### src/rtl/pwr_seq_pkg.sv
package pwr_seq_pkg;

    typedef enum logic [2:0] {
        ST_RESET  = 3'd0,
        ST_SETTLE = 3'd1,
        ST_RUN    = 3'd2,
        ST_SWPD   = 3'd3,
        ST_HWPD   = 3'd4,
        ST_SWAKE  = 3'd5
    } seq_state_e;

    typedef struct packed {
        logic rst_low;
        logic hpd_low;
        logic sw_req;
        logic tick;
    } seq_in_t;

    function automatic logic ref_on(input seq_state_e s);
        return (s == ST_SETTLE) || (s == ST_RUN) || (s == ST_SWPD) || (s == ST_SWAKE);
    endfunction

    function automatic logic core_on(input seq_state_e s);
        return (s == ST_RUN) || (s == ST_SWAKE);
    endfunction

endpackage

### src/rtl/pwr_seq_fsm.sv
module pwr_seq_fsm
    import pwr_seq_pkg::*;
#(
    parameter int HOLD_T  = 20,
    parameter int LONG_T  = 100000,
    parameter int SHORT_T = 20
) (
    input  logic       clk,
    input  logic       rst,
    input  seq_in_t    in_i,
    output seq_state_e state_o,
    output logic       cfg_clr_o
);
    localparam int CNT_MAX = (HOLD_T > LONG_T) ? ((HOLD_T > SHORT_T) ? HOLD_T : SHORT_T)
                                               : ((LONG_T > SHORT_T) ? LONG_T : SHORT_T);
    localparam int CNT_W = $clog2(CNT_MAX + 1);
    localparam logic [CNT_W-1:0] HOLD_LIM  = CNT_W'(HOLD_T);
    localparam logic [CNT_W-1:0] LONG_LIM  = CNT_W'(LONG_T - 1);
    localparam logic [CNT_W-1:0] SHORT_LIM = CNT_W'(SHORT_T - 1);

    seq_state_e       st_q, st_nx;
    logic [CNT_W-1:0] cnt_q, lim;
    logic             at_lim;

    always_comb begin
        case (st_q)
            ST_RESET:  lim = HOLD_LIM;
            ST_SETTLE: lim = LONG_LIM;
            ST_SWAKE:  lim = SHORT_LIM;
            default:   lim = '0;
        endcase
    end

    assign at_lim = in_i.tick && (cnt_q == lim);

    always_comb begin
        st_nx = st_q;
        if (in_i.rst_low) begin
            st_nx = ST_RESET;
        end else begin
            case (st_q)
                ST_RESET, ST_HWPD:
                    st_nx = in_i.hpd_low ? ST_HWPD : ST_SETTLE;
                ST_SETTLE:
                    if (in_i.hpd_low)  st_nx = ST_HWPD;
                    else if (at_lim)   st_nx = in_i.sw_req ? ST_SWPD : ST_RUN;
                ST_RUN:
                    if (in_i.hpd_low)     st_nx = ST_HWPD;
                    else if (in_i.sw_req) st_nx = ST_SWPD;
                ST_SWPD:
                    if (in_i.hpd_low)      st_nx = ST_HWPD;
                    else if (!in_i.sw_req) st_nx = ST_SWAKE;
                ST_SWAKE:
                    if (in_i.hpd_low)     st_nx = ST_HWPD;
                    else if (in_i.sw_req) st_nx = ST_SWPD;
                    else if (at_lim)      st_nx = ST_RUN;
                default:
                    st_nx = ST_RESET;
            endcase
        end
    end

    always_ff @(posedge clk) begin
        if (rst) begin
            st_q  <= ST_RESET;
            cnt_q <= '0;
        end else begin
            st_q <= st_nx;
            if (st_nx != st_q)
                cnt_q <= '0;
            else if (in_i.tick && (cnt_q < lim))
                cnt_q <= cnt_q + 1'b1;
        end
    end

    assign state_o   = st_q;
    assign cfg_clr_o = (st_q == ST_RESET) && (cnt_q >= HOLD_LIM);


    cnt_range_chk: assert property (@(posedge clk) disable iff (rst)
        cnt_q <= CNT_W'(CNT_MAX));


    rst_prio_chk: assert property (@(posedge clk) disable iff (rst)
        in_i.rst_low |=> (st_q == ST_RESET));

endmodule

### src/rtl/pwr_cfg_reg.sv
module pwr_cfg_reg #(
    parameter int              CFG_W    = 8,
    parameter logic [CFG_W-1:0] CFG_INIT = '0
) (
    input  logic             clk,
    input  logic             rst,
    input  logic             clr_i,
    input  logic             lock_i,
    input  logic             we_i,
    input  logic [CFG_W-1:0] wd_i,
    output logic [CFG_W-1:0] q_o
);
    always_ff @(posedge clk) begin
        if (rst || clr_i)
            q_o <= CFG_INIT;
        else if (we_i && !lock_i)
            q_o <= wd_i;
    end


    cfg_hold_chk: assert property (@(posedge clk) disable iff (rst)
        ((!we_i || lock_i) && !clr_i) |=> $stable(q_o));

endmodule

### src/rtl/pwr_out_dec.sv
module pwr_out_dec
    import pwr_seq_pkg::*;
#(
    parameter int NBLK = 4
) (
    input  seq_state_e      state_i,
    input  logic [NBLK-1:0] blk_off_i,
    output logic            ref_en_o,
    output logic            valid_o,
    output logic [NBLK-1:0] blk_en_o
);
    logic awake;

    assign awake    = core_on(state_i);
    assign ref_en_o = ref_on(state_i);
    assign valid_o  = (state_i == ST_RUN);

    for (genvar i = 0; i < NBLK; i++) begin : g_blk
        assign blk_en_o[i] = awake && !blk_off_i[i];
    end

endmodule

### src/rtl/pwr_seq_top.sv
module pwr_seq_top
    import pwr_seq_pkg::*;
#(
    parameter int               NBLK     = 4,
    parameter int               CFG_W    = 8,
    parameter logic [CFG_W-1:0] CFG_INIT = '0,
    parameter int               HOLD_T   = 20,
    parameter int               LONG_T   = 100000,
    parameter int               SHORT_T  = 20
) (
    input  logic             clk,
    input  logic             rst,
    input  logic             rst_pin_n,
    input  logic             hpd_n,
    input  logic             sw_pd,
    input  logic             tick,
    input  logic             cfg_we,
    input  logic [CFG_W-1:0] cfg_wd,
    output logic [CFG_W-1:0] cfg_q,
    output logic             ref_en,
    output logic [NBLK-1:0]  blk_en,
    output logic             data_valid
);
    seq_in_t    sin;
    seq_state_e st;
    logic       cfg_clr;

    assign sin = '{rst_low: !rst_pin_n, hpd_low: !hpd_n, sw_req: sw_pd, tick: tick};

    pwr_seq_fsm #(.HOLD_T(HOLD_T), .LONG_T(LONG_T), .SHORT_T(SHORT_T)) u_fsm (
        .clk(clk), .rst(rst), .in_i(sin), .state_o(st), .cfg_clr_o(cfg_clr)
    );

    pwr_cfg_reg #(.CFG_W(CFG_W), .CFG_INIT(CFG_INIT)) u_cfg (
        .clk(clk), .rst(rst), .clr_i(cfg_clr), .lock_i(!rst_pin_n),
        .we_i(cfg_we), .wd_i(cfg_wd), .q_o(cfg_q)
    );

    pwr_out_dec #(.NBLK(NBLK)) u_dec (
        .state_i(st), .blk_off_i(cfg_q[NBLK-1:0]),
        .ref_en_o(ref_en), .valid_o(data_valid), .blk_en_o(blk_en)
    );


    hpd_off_chk: assert property (@(posedge clk) disable iff (rst)
        !hpd_n |=> (!ref_en && (blk_en == '0) && !data_valid));


    valid_drop_chk: assert property (@(posedge clk) disable iff (rst)
        (sw_pd || !hpd_n || !rst_pin_n) |=> !data_valid);


    spd_ref_chk: assert property (@(posedge clk) disable iff (rst)
        (data_valid && sw_pd && hpd_n && rst_pin_n) |=> (ref_en && (blk_en == '0)));


    valid_rise_chk: assert property (@(posedge clk) disable iff (rst)
        $rose(data_valid) |-> $past(ref_en));

endmodule

### config.mk
export PLATFORM = sky130hd
export DESIGN_NAME = pwr_seq_top
export DESIGN_NICKNAME = d
export VERILOG_FILES = /design/src/rtl/pwr_seq_pkg.sv /design/src/rtl/pwr_seq_fsm.sv /design/src/rtl/pwr_cfg_reg.sv /design/src/rtl/pwr_out_dec.sv /design/src/rtl/pwr_seq_top.sv
export SDC_FILE = /design/constraint.sdc
export NUM_CORES = 1
export LEC_CHECK = 0
export BUFFER_PORTS_ARGS = -buffer_cell sky130_fd_sc_hd__clkbuf_2
export CAP_MARGIN = 20
export CELL_PAD_IN_SITES_DETAIL_PLACEMENT = 1
export CELL_PAD_IN_SITES_GLOBAL_PLACEMENT = 1
export CORE_MARGIN = 1
export CORE_UTILIZATION = 44
export CTS_CLUSTER_DIAMETER = 200
export DETAILED_ROUTE_END_ITERATION = 8
export GPL_TIMING_DRIVEN = 0
export PLACE_DENSITY_LB_ADDON = 0.12
export SYNTH_ARGS = -nofsm -noshare
export SYNTH_HDL_FRONTEND = slang
export SYNTH_SLANG_ARGS = --single-unit
export TNS_END_PERCENT = 5
### constraint.sdc
create_clock -name clk -period 6.2 [get_ports clk]
set_input_delay 0.62 -clock clk [delete_from_list [all_inputs] [get_ports clk]]
set_output_delay 0.62 -clock clk [all_outputs]
set_load 0.05 [all_outputs]
== After elaboration in Yosys (flattened, before gate mapping) ==
Cells that the tools add are included.

* Mux-type cells: 14
* Shifts and indexed selects: 0
* Eq/ne operators: 7
* Bitwise operators: 0
* Magnitude comparators: 2
* $mul: 0
* Divide/modulo/power cells: 0
* Add/subtract/negate cells: 1
* Reductions and logical operators: 20

{| class="wikitable"
|+ Operator list
! operator !! number
|-
| case mux 17 bit (3 select lines) || 1
|-
| 2-to-1 mux 3 bit || 11
|-
| adder 17 x 1 -> 17 bit, second input constant || 1
|-
| == test 17 bit || 1
|-
| greater-or-equal comparator 17 x 5 -> 1 bit, second input constant || 1
|-
| < comparator 17 bit || 1
|-
| case mux 3 bit (5 select lines) || 1
|-
| logical AND 1 bit || 8
|-
| == test 3 x 2 -> 1 bit, second input constant || 2
|-
| == test 3 bit, second input constant || 2
|-
| logical OR 1 bit || 5
|-
| zero test 1 bit || 4
|-
| OR reduction 2 bit || 2
|-
| == test 3 x 1 -> 1 bit, second input constant || 1
|-
| zero test 3 bit || 1
|-
| inequality test 3 bit || 1
|-
| 2-to-1 mux 1 bit || 1
|}

* Logic and storage cells: 47
* Output and inout bits: 14
* Memory bits (read-only): 0
* Memories kept: 0
* Bits in registers: 28
* Bits of input ports: 15
* Bits in latches: 0
* Memory bits (writable): 0

== Depth between registers and ports, before layout ==
Gate-level depths: netlist (run 1).

* Word-level depth: 11
* Mapped depth: 13
* Gate-level depth less buffers: 10

== Cells and area by module ==
A second synthesis (run 1) with hierarchy kept.

* Cells, all modules: 225
* Area, all modules: 1,946.9 sq um

{| class="wikitable"
|+ By module, submodules not included
! module !! area an instance (sq um) !! instances !! sequential area each (sq um) !! cells each
|-
| pwr_seq_fsm || 1,572.8 || 1 || 400.4 || 186
|-
| pwr_cfg_reg || 310.3 || 1 || 160.2 || 28
|-
| pwr_out_dec || 56.3 || 1 || 0.0 || 9
|-
| pwr_seq_top || 7.5 || 1 || 0.0 || 2
|}

== Worst setup path after synthesis (run 1) ==
No wires, ideal clock.

* Path type: register -> output
* From: reg u_fsm.st_q[2], in the netlist u_fsm.state_o[2]
* To: out blk_en[0]
* Slack: 3,359 ps
* Buffers on the path: 1
* Data arrival time: 2,221 ps
* Data required time: 5,580 ps
* Stages on the path, launching flop included: 7
* Path through: dfxtp_1 clkbuf_1 inv_1 nand2_1 nor2_1 a21oi_1 nor2_1

* Word-level cells in the longest chain between the ends: 3
* Elaborated cells between the ends (all ways): 4
* Those cells by class: eq/ne: 2; reduce/logical: 2

{| class="wikitable"
|+ Ends and longest elaborated chain
! item !! RTL line !! source
|-
| start: declaration || pwr_seq_fsm.sv:21 || <nowiki>seq_state_e st_q, st_nx;</nowiki>
|-
| start signal: assignment || pwr_seq_fsm.sv:68 || <nowiki>st_q <= st_nx;</nowiki>
|-
| == test 3 x 2 -> 1 bit || n/a ||
|-
| via data_valid || pwr_seq_top.sv:22 || <nowiki>output logic data_valid</nowiki>
|-
| logical OR 1 bit || pwr_seq_pkg.sv:24 || <nowiki>return (s == ST_RUN) || (s == ST_SWAKE);</nowiki>
|-
| logical AND 1 bit || pwr_out_dec.sv:19 || <nowiki>assign blk_en_o[i] = awake && !blk_off_i[i];</nowiki>
|-
| end: declaration || pwr_seq_top.sv:21 || <nowiki>output logic [NBLK-1:0] blk_en,</nowiki>
|}

The timed path passes the listed nets, and every way through them passes these cells.

== Worst setup path after layout (run 1) ==
* From: reg u_fsm.st_q[0], in the netlist u_fsm.state_o[0]
* To: reg u_fsm.cnt_q[16]

* Word-level cells in the longest chain between the ends: 11
* Elaborated cells between the ends (all ways): 25
* Those cells by class: order compare: 1; eq/ne: 7; mux: 12; reduce/logical: 5

{| class="wikitable"
|+ Ends and longest elaborated chain
! item !! RTL line !! source
|-
| == test 3 bit (tied with other cells) || pwr_seq_fsm.sv:26, pwr_seq_fsm.sv:41 ||
|-
| case mux 17 bit (3 select lines) || pwr_seq_fsm.sv:26 || <nowiki>case (st_q)</nowiki>
|-
| == test 17 bit || pwr_seq_fsm.sv:34 || <nowiki>assign at_lim = in_i.tick && (cnt_q == lim);</nowiki>
|-
| logical AND 1 bit || pwr_seq_fsm.sv:34 ||
|-
| 2-to-1 mux 3 bit || pwr_seq_fsm.sv:56 || <nowiki>else if (at_lim) st_nx = ST_RUN;</nowiki>
|-
| 2-to-1 mux 3 bit || pwr_seq_fsm.sv:55 || <nowiki>else if (in_i.sw_req) st_nx = ST_SWPD;</nowiki>
|-
| 2-to-1 mux 3 bit || pwr_seq_fsm.sv:54 || <nowiki>if (in_i.hpd_low) st_nx = ST_HWPD;</nowiki>
|-
| case mux 3 bit (5 select lines) || pwr_seq_fsm.sv:41 || <nowiki>case (st_q)</nowiki>
|-
| 2-to-1 mux 3 bit || pwr_seq_fsm.sv:38 || <nowiki>if (in_i.rst_low) begin</nowiki>
|-
| inequality test 3 bit || pwr_seq_fsm.sv:69 || <nowiki>if (st_nx != st_q)</nowiki>
|-
| OR reduction 2 bit (no line) || n/a ||
|-
| end signal: assignment || pwr_seq_fsm.sv:72 || <nowiki>cnt_q <= cnt_q + 1'b1;</nowiki>
|-
| end: declaration || pwr_seq_fsm.sv:22 || <nowiki>logic [CNT_W-1:0] cnt_q, lim;</nowiki>
|}

Parallel ways exist; a longest one is shown, timed or not.
A chain may end at the register's enable or synchronous reset.

==> metrics, run 1 <==
vias in the first global route around 1800; mux contribution to synthesized area 0.575%; # placed instances 300; full die area 0.00421 mm^2; Max VDD drop around 0.00018 V; Startpoint Class flip-flop; final setup vio count 0; Avg Cell Area, Syn 7.74 um^2; Synth top area share between 30% and 40%; Crit path buffers/inverters 2; Yosys cell types 40; Simple-Gate Fraction of Synth Area a little under a third; pwr/cell area between 150 and 200 mW/mm^2; leading register cell type out of synthesis dfxtp_1; Synth Register Bits 28; cell taking the most area after synthesis dfxtp_1; Row Count 22; Worst EP arrival 3.70 ns; slowest stage cell, crit path or4_1; crit share post-route roughly 56%; Post-Route Skew roughly 0.0024 ns; initial antenna violation count 0; I/O pins 29; Cell Area, Synth between 0.0015 and 0.002 mm^2; critical path capture point type flip-flop; # fillers 492; initial core utilization 46.8%; largest net degree at the start of global routing 16; grt met2 use 43.8%; delay-heaviest family, CP compound AO/OA/AOI/OAI gates; largest family of logic cells by synthesized area simple AND/OR/NAND/NOR gates; Pre-antenna DRT Iters 4; Setup Buffers After CTS 0; Tmin final ~3.5 ns; final std cells w/o fill approximately 300; Critical Path RT between 6 and 7 ns; number of CTS-inserted buffers 3; Final ANT Viol Nets 0; H-tree depth reported by CTS 1; Max Slew Vio Count 0; Synth Area in Compound Gates between 15 and 20%; grt peak-use layer met2; first-pass GRT wire length approximately 8.4 mm; Syn Inst Count 225; register area share after synthesis 32.2%; post-synthesis adder-cell area fraction under 10%; Vias approximately 1800; layout cell share with drive strength beyond 1 16.8%; Yosys warning total 0; Slew @ Worst Pin between 0.5 and 0.6 ns; Highest Clock Rate ~0.29 GHz; Worst-Skew Late Latency around 0.28 ns; outcome finished, final reports clean; hold_buf cts 0; DR WL/cell about 16 um; routing usage on met3 between 4 and 5%; HPWL after detailed placement ~3.7 mm; gr ovfl total 0; commonest non-fill, non-tap cells in the layout 28 x dfxtp_1, 27 x clkbuf_2, 26 x nand2_1, 26 x nor2_1, 25 x a21oi_1; Total GRT Usage 25.8%; syn nets roughly 250; TNS Setup 0 ns; vias per std cell 5.79; Pleak approximately 0.84 nW; Die Height 64.9 um; # diodes 0; CTS tree done; Root Buffer Master clkbuf_8; Rel. slew slack between 60% and 70%; Sink Count 28; Final Net Count 284; Setup WS pre-CTS ~2.8 ns; Worst Hold Class flip-flop to flip-flop; Max Cap Viol 0; Synth-to-Final Area Change 14.4%; Post-Route WL between 4 and 5 mm; die width 64.9 um; Remaining DRCs 0; maximum buffer depth of the clock tree 2; Clock transition at path regs 0.10 ns; PnR worst setup slack between 2 and 3 ns; Post-synth EDFFs 0; Port Buf Inserts 27; M1 GR Usage about 33%; final core utilization between 50% and 60%; core box area around 0.0037 mm^2; initial DRC count 133; Synth area leaders dfxtp_1 32%, ha_1 8.6%, a21oi_1 7.2%; routability cong. 0.772; WS Path Type flip-flop to flip-flop; Cell Chain, Critical Path clkbuf_1 -> nand2b_1 -> inv_1 -> nand2_1 -> ha_1 -> a2111oi_0 -> o21ai_0 -> o21ai_1 -> nand4_1 -> or4_1 -> a21oi_1; Critical Path Fanout Max 9; most common cell after layout, fill and taps aside dfxtp_1; post-synthesis async set-or-reset flop share 0%; max incr delay on CP ~0.47 ns; final hold violations 0; CTS resizes 0; Post-Synth XOR/XNOR Area under 10%; RSZ-0062 raised after global routing no
-- cell families (layout without fill, tap and decap cells) --
family | Yosys count | count (layout)
XOR/XNOR | 8 | 8
flip-flops | 28 | 28
buffers and inverters | 17 | 48
AND/OR/NAND/NOR | 107 | 107
adder cells (fa/ha/maj) | 12 | 12
AO/OA/AOI/OAI | 52 | 52
multiplexers | 1 | 1
-- state kept, by name, indices dropped and copies added (netlist names) --
signal         cells
u_cfg.q_o          8
u_fsm.state_o      3
u_fsm.cnt_q       17
-- synthesized netlist by cell type (all sizes together), types with 2 or more instances --
library cell,instances
dfxtp,28
xnor2,4
o31ai,4
and3,4
or3,7
nand2b,3
nand3,14
ha,12
nor4,4
o21ai,12
nand4,11
a21o,4
inv,9
clkbuf,4
or4,4
nand3b,2
nor2,26
xor2,4
buf,4
nor3,3
a21oi,25
nand2,26
-- final timing paths --
kind,end,startpoint,depth (start not counted),slack (ns)
max,u_fsm.cnt_q[16]$_SDFFE_PP0P_,u_fsm.state_o[0]$_SDFF_PP0_,11,2.71
min,u_cfg.q_o[5]$_SDFFE_PP0P_,u_cfg.q_o[5]$_SDFFE_PP0P_,2,0.46
max reg2reg,u_fsm.cnt_q[16]$_SDFFE_PP0P_,u_fsm.state_o[0]$_SDFF_PP0_,11,2.71
min reg2reg,u_cfg.q_o[5]$_SDFFE_PP0P_,u_cfg.q_o[5]$_SDFFE_PP0P_,2,0.46
-- per-stage QoR --
stage	hold WS (ns)	total power, W	cell area, um^2
final	0.460	0.000358	1990
after global routing	0.480	0.000374	1990
after CTS	0.464	0.000362	1990
after detailed placement	0.450	0.000246	1940
after global placement	0.447	0.000245	1940
after floorplan	0.468	0.000229	1740
-- metal layers --
layer  wire length (um)  up-vias
met1               2260      846
met2               2420       29
met3                170       10
li1                   -      875
met4                 76        0
met5                  0        -
-- worst register-to-register path: stages (launching register included) --
cell and delay [ns]:
dfxtp_1 0.32, clkbuf_1 0.29, nand2b_1 0.24, inv_1 0.16, nand2_1 0.18, ha_1 0.24, a2111oi_0 0.45, o21ai_0 0.20
o21ai_1 0.42, nand4_1 0.28, or4_1 0.47, a21oi_1 0.17
-- where the power goes --
part / internal [W] / switching [W] / leakage [nW]
clock: 0.0000569 / 0.0000590 / 0.0288
sequential: 0.000184 / 0.00000273 / 0.227
combinational: 0.0000181 / 0.0000381 / 0.579
-- final cells by class --
cell class | count | area [um^2] | area share [%]
multi-input cells | 180 | 1100 | 55.1
flip-flops and latches | 28 | 561 | 28.2
repair buffers | 27 | 135 | 6.79
well taps | 48 | 60.1 | 3.02
clock buffers | 4 | 55.1 | 2.77
plain buffers | 8 | 48.8 | 2.45
inverters | 9 | 33.8 | 1.70
(Power assumes the default switching activity.)
==> run 2: changes to the inputs <==
--- a/config.mk
+++ b/config.mk
@@ -10,7 +10,7 @@
 export CELL_PAD_IN_SITES_DETAIL_PLACEMENT = 1
 export CELL_PAD_IN_SITES_GLOBAL_PLACEMENT = 1
 export CORE_MARGIN = 1
-export CORE_UTILIZATION = 44
+export CORE_UTILIZATION = 41
 export CTS_CLUSTER_DIAMETER = 200
 export DETAILED_ROUTE_END_ITERATION = 8
 export GPL_TIMING_DRIVEN = 0
==> constraint.sdc (replaced) <==
create_clock -name clk -period 3.4 [get_ports clk]
set_input_delay 0.34 -clock clk [delete_from_list [all_inputs] [get_ports clk]]
set_output_delay 0.34 -clock clk [all_outputs]
set_load 0.05 [all_outputs]
==> run 2 against run 1 <==
Critical path depth decreased by 1. Power increased by 84%. Sequential cell count unchanged. Via count decreased by 2.4%. First-iteration DRC count decreased by 8.3%. Cell area increased by 0.25%. Die area increased by 7.1%. Setup slack got worse by 2.4 ns. Clock-buffer cell count unchanged. Sequential power increased by 83%. Largest cell class unchanged. Critical endpoint is now u_fsm.cnt_q[8]$_SDFFE_PP0P_. Final cell count increased by 0.33%.
==> metrics, run 2 (same netlist as run 1, synthesis figures left out) <==
initial DRC count 122 (was 133); final std cells w/o fill 305 (was 304); Worst EP arrival 3.33 ns (was 3.70 ns); first-pass GRT wire length 7.81 mm (was 8.42 mm); Die Height 67.2 um (was 64.9 um); commonest non-fill, non-tap cells in the layout 28 x dfxtp_1, 27 x clkbuf_2, 26 x nand2_1 (was 28 x dfxtp_1, 27 x clkbuf_2, 26 x nand2_1, 26 x nor2_1, 25 x a21oi_1); PnR worst setup slack 0.290 ns (was 2.71 ns); vias per std cell 5.63 (was 5.79); max FFs per register 17 (unchanged); RSZ-0062 raised after global routing no (unchanged); full die area 0.00451 mm^2 (was 0.00421 mm^2); Pre-antenna DRT Iters 5 (was 4); core box area 0.00403 mm^2 (was 0.00372 mm^2); routability cong. 0.811 (was 0.772); HPWL after detailed placement 3.55 mm (was 3.74 mm); most common cell after layout, fill and taps aside dfxtp_1 (unchanged); Root Buffer Master clkbuf_8 (unchanged); Highest Clock Rate 0.322 GHz (was 0.287 GHz); largest net degree at the start of global routing 16 (unchanged); Total GRT Usage 23.0% (was 25.8%); area occupied by multi-input gates 0.00110 mm^2 (about the same); I/O pins 29 (unchanged); # placed instances 302 (was 300); Register Area 561 um^2 (unchanged); Startpoint Class flip-flop (unchanged); grt peak-use layer met2 (unchanged); Pleak 0.835 nW (about the same); Sink Count 28 (unchanged); final hold violations 0 (unchanged); Remaining DRCs 0 (unchanged); Crit path buffers/inverters 1 (was 2); Setup WS pre-CTS 0.0735 ns (was 2.80 ns); layout cell share with drive strength beyond 1 17.6% (was 16.8%); Critical Path Fanout Max 9 (unchanged); die width 67.2 um (was 64.9 um); Post-Route WL 4.70 mm (was 4.93 mm); Post-Route Skew 0.00359 ns (was 0.00237 ns); vias in the first global route 1586 (was 1772); Final ANT Viol Nets 0 (unchanged); # fillers 551 (was 492); TNS Setup 0 ns (unchanged); final setup vio count 0 (unchanged); critical path capture point type flip-flop (unchanged); Max VDD drop 0.000224 V (was 0.000177 V); Rel. slew slack 70.9% (was 62.7%); Worst Hold Class primary input to flip-flop (was flip-flop to flip-flop); # diodes 0 (unchanged); initial antenna violation count 0 (unchanged); Final Net Count 283 (was 284); H-tree depth reported by CTS 1 (unchanged); M1 GR Usage 34.4% (was 33.0%); pwr/cell area 331 mW/mm^2 (was 180 mW/mm^2); slowest stage cell, crit path dfxtp_1 (was or4_1); final core utilization 49.5% (was 53.6%); max incr delay on CP 0.53 ns (was 0.47 ns); Port Buf Inserts 27 (unchanged); maximum buffer depth of the clock tree 2 (unchanged); Row Count 23 (was 22); hold_buf cts 0 (unchanged); Synth-to-Final Area Change 14.7% (was 14.4%); Max Cap Viol 0 (unchanged); delay-heaviest family, CP simple AND/OR/NAND/NOR gates (was compound AO/OA/AOI/OAI gates); gr ovfl total 0 (unchanged); routing usage on met3 2.87% (was 4.40%); Cell Chain, Critical Path nand2b_1 -> inv_1 -> nand2_1 -> ha_1 -> a2111oi_0 -> o21ai_0 -> o21ai_2 -> nand3_4 -> or4_1 -> a21oi_1 (was clkbuf_1 -> nand2b_1 -> inv_1 -> nand2_1 -> ha_1 -> a2111oi_0 -> o21ai_0 -> o21ai_1 -> nand4_1 -> or4_1 -> a21oi_1); WS Path Type flip-flop to flip-flop (unchanged); CTS tree done (unchanged); largest register by flop count u_fsm.cnt_q (unchanged); Clock transition at path regs 0.10 ns (about the same); Max Slew Vio Count 0 (unchanged); Slew @ Worst Pin 0.433 ns (was 0.558 ns); crit share post-route 91.5% (was 56.3%); grt met2 use 34.5% (was 43.8%); Vias 1718 (was 1760); outcome finished, final reports clean (unchanged); DR WL/cell 15.4 um (was 16.2 um); initial core utilization 43.2% (was 46.8%); Critical Path RT 3.62 ns (was 6.41 ns); Tmin final 3.11 ns (was 3.49 ns); Worst-Skew Late Latency 0.28 ns (about the same); number of CTS-inserted buffers 3 (unchanged)
## run 2: cell types whose count changed in the layout (fill, tap and decap cells not counted)
cell / before / now
clkbuf_1: 4 / 3
nor2_1: 26 / 25
nor2_2: 0 / 1
o21ai_2: 0 / 1
o21ai_1: 1 / 0
## run 2: final timing paths
kind / from / endpoint / slack (ns) / depth (start not counted)
worst max-delay path: u_fsm.state_o[0]$_SDFF_PP0_ / u_fsm.cnt_q[8]$_SDFFE_PP0P_ / 0.29 / 10
worst min-delay path: cfg_wd[4] / u_cfg.q_o[4]$_SDFFE_PP0P_ / 0.28 / 3
worst max register to register: u_fsm.state_o[0]$_SDFF_PP0_ / u_fsm.cnt_q[8]$_SDFFE_PP0P_ / 0.29 / 10
worst min register to register: u_cfg.q_o[6]$_SDFFE_PP0P_ / u_cfg.q_o[6]$_SDFFE_PP0P_ / 0.46 / 2
## run 2: layer usage
metal  up-vias  part of all wire [%]
met2        17                    44
met4         0                  0.77
met5         -                     0
met1       822                    53
met3         4                   1.9
li1        875                     -
## run 2: where the power goes
group	total (W)	switching, W	internal, W
Sequential	0.000341	0.00000607	0.000335
Clock	0.000219	0.000115	0.000104
Combinational	0.000101	0.0000683	0.0000329
## run 2: area by class of cell
| class | count | area share [%] |
|---|---|---|
| timing repair buffer | 27 | 6.77 |
| tap | 50 | 3.13 |
| buffer | 7 | 2.26 |
| sequential | 28 | 28.1 |
| inverter | 9 | 1.69 |
| multi-input combinational | 180 | 55.3 |
| clock buffer | 4 | 2.76 |
## run 2: stage by stage
step | hold slack [ns] | power (W) | instance area, um^2
2_1_floorplan | 0.419 | 0.000417 | 1740
3_3_place_gp | 0.443 | 0.000447 | 1940
3_5_place_dp | 0.452 | 0.000449 | 1940
4_1_cts | 0.274 | 0.000664 | 1990
5_1_grt | 0.277 | 0.000685 | 2000
6_report | 0.275 | 0.000661 | 2000
## run 2: tightest hold or removal path: stages
cell and delay [ns]:
clkbuf_2 0.08, nand3_1 0.05, a21oi_1 0.05
## run 2: what timing repair did
item,4_1_cts,5_1_grt
resized for setup,0,2
setup endpoints to repair,0,8
buffers inserted,0,0
==> run 3: changes to the inputs <==
--- a/config.mk
+++ b/config.mk
@@ -11,6 +11,7 @@
 export CELL_PAD_IN_SITES_GLOBAL_PLACEMENT = 1
 export CORE_MARGIN = 1
 export CORE_UTILIZATION = 41
+export CTS_BUF_LIST = sky130_fd_sc_hd__clkbuf_16
 export CTS_CLUSTER_DIAMETER = 200
 export DETAILED_ROUTE_END_ITERATION = 8
 export GPL_TIMING_DRIVEN = 0
==> run 3 against run 2 <==
Non-clock buffer count unchanged. Combinational power about the same. Die area unchanged. Clock power up 29%. Largest power group unchanged. Clock-buffer cell count down 1.
==> metrics, run 3 (same netlist as run 1, synthesis figures left out) <==
outcome finished, final reports clean (unchanged); Highest Clock Rate 0.319 GHz (was 0.322 GHz); TNS Setup 0 ns (unchanged); hold_buf cts 0 (unchanged); initial antenna violation count 0 (unchanged); PnR worst setup slack 0.269 ns (was 0.290 ns); Row Count 23 (unchanged); vias in the first global route 1572 (was 1586); HPWL after detailed placement 3.55 mm (unchanged); most common cell after layout, fill and taps aside dfxtp_1 (unchanged); full die area 0.00451 mm^2 (unchanged); area occupied by multi-input gates 0.00110 mm^2 (unchanged); flop2flop setup slack 0.27 ns (was 0.29 ns); Post-DP Area 0.00194 mm^2 (unchanged); Final Cell Area 0.00202 mm^2 (was 0.00200 mm^2); Highest Signal Layer met4 (unchanged); Slew @ Worst Pin 0.442 ns (was 0.433 ns); Post-Route Skew 0.00534 ns (was 0.00359 ns); Synth-to-Final Area Change 16.0% (was 14.7%); # fillers 547 (was 551); max FFs per register 17 (unchanged); Critical Path Fanout Max 9 (unchanged); Vias 1738 (was 1718); Max Cap Viol 0 (unchanged); die width 67.2 um (unchanged); largest register by flop count u_fsm.cnt_q (unchanged); maximum buffer depth of the clock tree 2 (unchanged); CTS resizes 0 (unchanged); commonest non-fill, non-tap cells in the layout 28 x dfxtp_1, 27 x clkbuf_2, 26 x nand2_1 (unchanged); Critical Path RT 3.60 ns (was 3.62 ns); Port Buf Inserts 27 (unchanged); pwr/cell area 359 mW/mm^2 (was 331 mW/mm^2); Startpoint Class flip-flop (unchanged); final hold violations 0 (unchanged); initial DRC count 88 (was 122); Pre-antenna DRT Iters 4 (was 5); Worst EP arrival 3.34 ns (was 3.33 ns); Final Net Count 283 (unchanged); Root Buffer Master clkbuf_16 (was clkbuf_8); worst hold start cfg_wd[4] (unchanged); critical path capture point type flip-flop (unchanged); Clock transition at path regs 0.07 ns (was 0.10 ns); Sink Count 28 (unchanged); worst min-delay path endpoint u_cfg.q_o[4]$_SDFFE_PP0P_ (unchanged); gr ovfl total 0 (unchanged); number of CTS-inserted buffers 3 (unchanged); Max Slew Vio Count 0 (unchanged); first-pass GRT wire length 7.78 mm (was 7.81 mm); final setup vio count 0 (unchanged); vias per std cell 5.70 (was 5.63); largest net degree at the start of global routing 16 (unchanged); Worst R2R Start u_fsm.state_o[0]$_SDFF_PP0_ (unchanged); # diodes 0 (unchanged); DR WL/cell 15.4 um (about the same); Register Area 561 um^2 (unchanged); reg2reg end u_fsm.cnt_q[8]$_SDFFE_PP0P_ (unchanged); Setup Buffers After CTS 0 (unchanged); Post-Route WL 4.69 mm (was 4.70 mm); RSZ-0062 raised after global routing no (unchanged); DR WL met3 150 um (was 91 um); met2 WL post-DR 2.03 mm (was 2.08 mm); routability cong. 0.811 (unchanged); Final ANT Viol Nets 0 (unchanged); layout cell share with drive strength beyond 1 17.3% (was 17.6%); total power 0.000725 W (was 0.000661 W); Die Height 67.2 um (unchanged); wl on met1 2.47 mm (was 2.50 mm); Max VDD drop 0.000187 V (was 0.000224 V); Worst Hold Path Cells 3 (unchanged); Worst Hold Class primary input to flip-flop (unchanged); CTS tree done (unchanged); Pleak 0.844 nW (was 0.835 nW); Setup WS pre-CTS 0.0735 ns (unchanged); core box area 0.00403 mm^2 (unchanged); H-tree depth reported by CTS 1 (unchanged); Remaining DRCs 0 (unchanged); WS Path Type flip-flop to flip-flop (unchanged); initial core utilization 43.2% (unchanged); I/O pins 29 (unchanged); Worst-Skew Late Latency 0.27 ns (was 0.28 ns); R2R cell count 10 (unchanged); Total GRT Usage 23.1% (was 23.0%); Rel. slew slack 70.3% (was 70.9%); crit share post-route 92.1% (was 91.5%); Tmin final 3.13 ns (was 3.11 ns)
==> run 3: final cells by class <==
class | instances | share of cell area [%]
Tap cell | 50 | 3.10
Buffer | 7 | 2.23
Inverter | 9 | 1.67
Sequential cell | 28 | 27.8
Clock buffer | 3 | 3.72
Timing Repair Buffer | 27 | 6.69
Clock inverter | 1 | 0.186
Multi-Input combinational cell | 180 | 54.6
==> run 3: routing by layer <==
metal	vias to the layer above	GRT usage, %
li1	874	-
met1	824	34.6
met2	35	34.0
met3	5	3.38
met4	0	6.38
met5	-	0
==> run 3: power by group <==
| part | internal (W) | switching, W |
|---|---|---|
| Sequential | 0.000334 | 0.00000606 |
| Clock | 0.000158 | 0.000125 |
| Combinational | 0.0000327 | 0.0000679 |
==> run 3: worst max path at each step <==
stage	start	endpoint	slack (ns)	depth (start not counted)
detailed placement	u_fsm.state_o[0]$_SDFF_PP0_	u_fsm.cnt_q[16]$_SDFFE_PP0P_	0.07	11
floorplan	u_fsm.state_o[0]$_SDFF_PP0_	u_fsm.cnt_q[7]$_SDFFE_PP0P_	0.70	11
CTS	u_fsm.state_o[0]$_SDFF_PP0_	u_fsm.cnt_q[16]$_SDFFE_PP0P_	0.05	11
finish	u_fsm.state_o[0]$_SDFF_PP0_	u_fsm.cnt_q[8]$_SDFFE_PP0P_	0.27	10
global placement	u_fsm.state_o[0]$_SDFF_PP0_	u_fsm.cnt_q[16]$_SDFFE_PP0P_	0.17	11
global route	u_fsm.state_o[0]$_SDFF_PP0_	u_fsm.cnt_q[8]$_SDFFE_PP0P_	0.06	10
==> run 3: critical path, cell delays in order (launching register included) <==
cell,delay [ns]
dfxtp_1,0.51
nand2b_1,0.25
inv_1,0.17
nand2_1,0.21
ha_1,0.25
a2111oi_0,0.36
o21ai_0,0.21
o21ai_2,0.29
nand3_4,0.14
or4_1,0.53
a21oi_1,0.15
==> run 3: per-stage QoR <==
stage / hold slack [ns] / cells / util, %
floorplan: 0.419 / 225 / -
global placement: 0.443 / 302 / 48.1
detailed placement: 0.452 / 302 / 48.1
CTS: 0.299 / 306 / 50.1
global route: 0.299 / 305 / 50.1
finish: 0.294 / 305 / 50.1
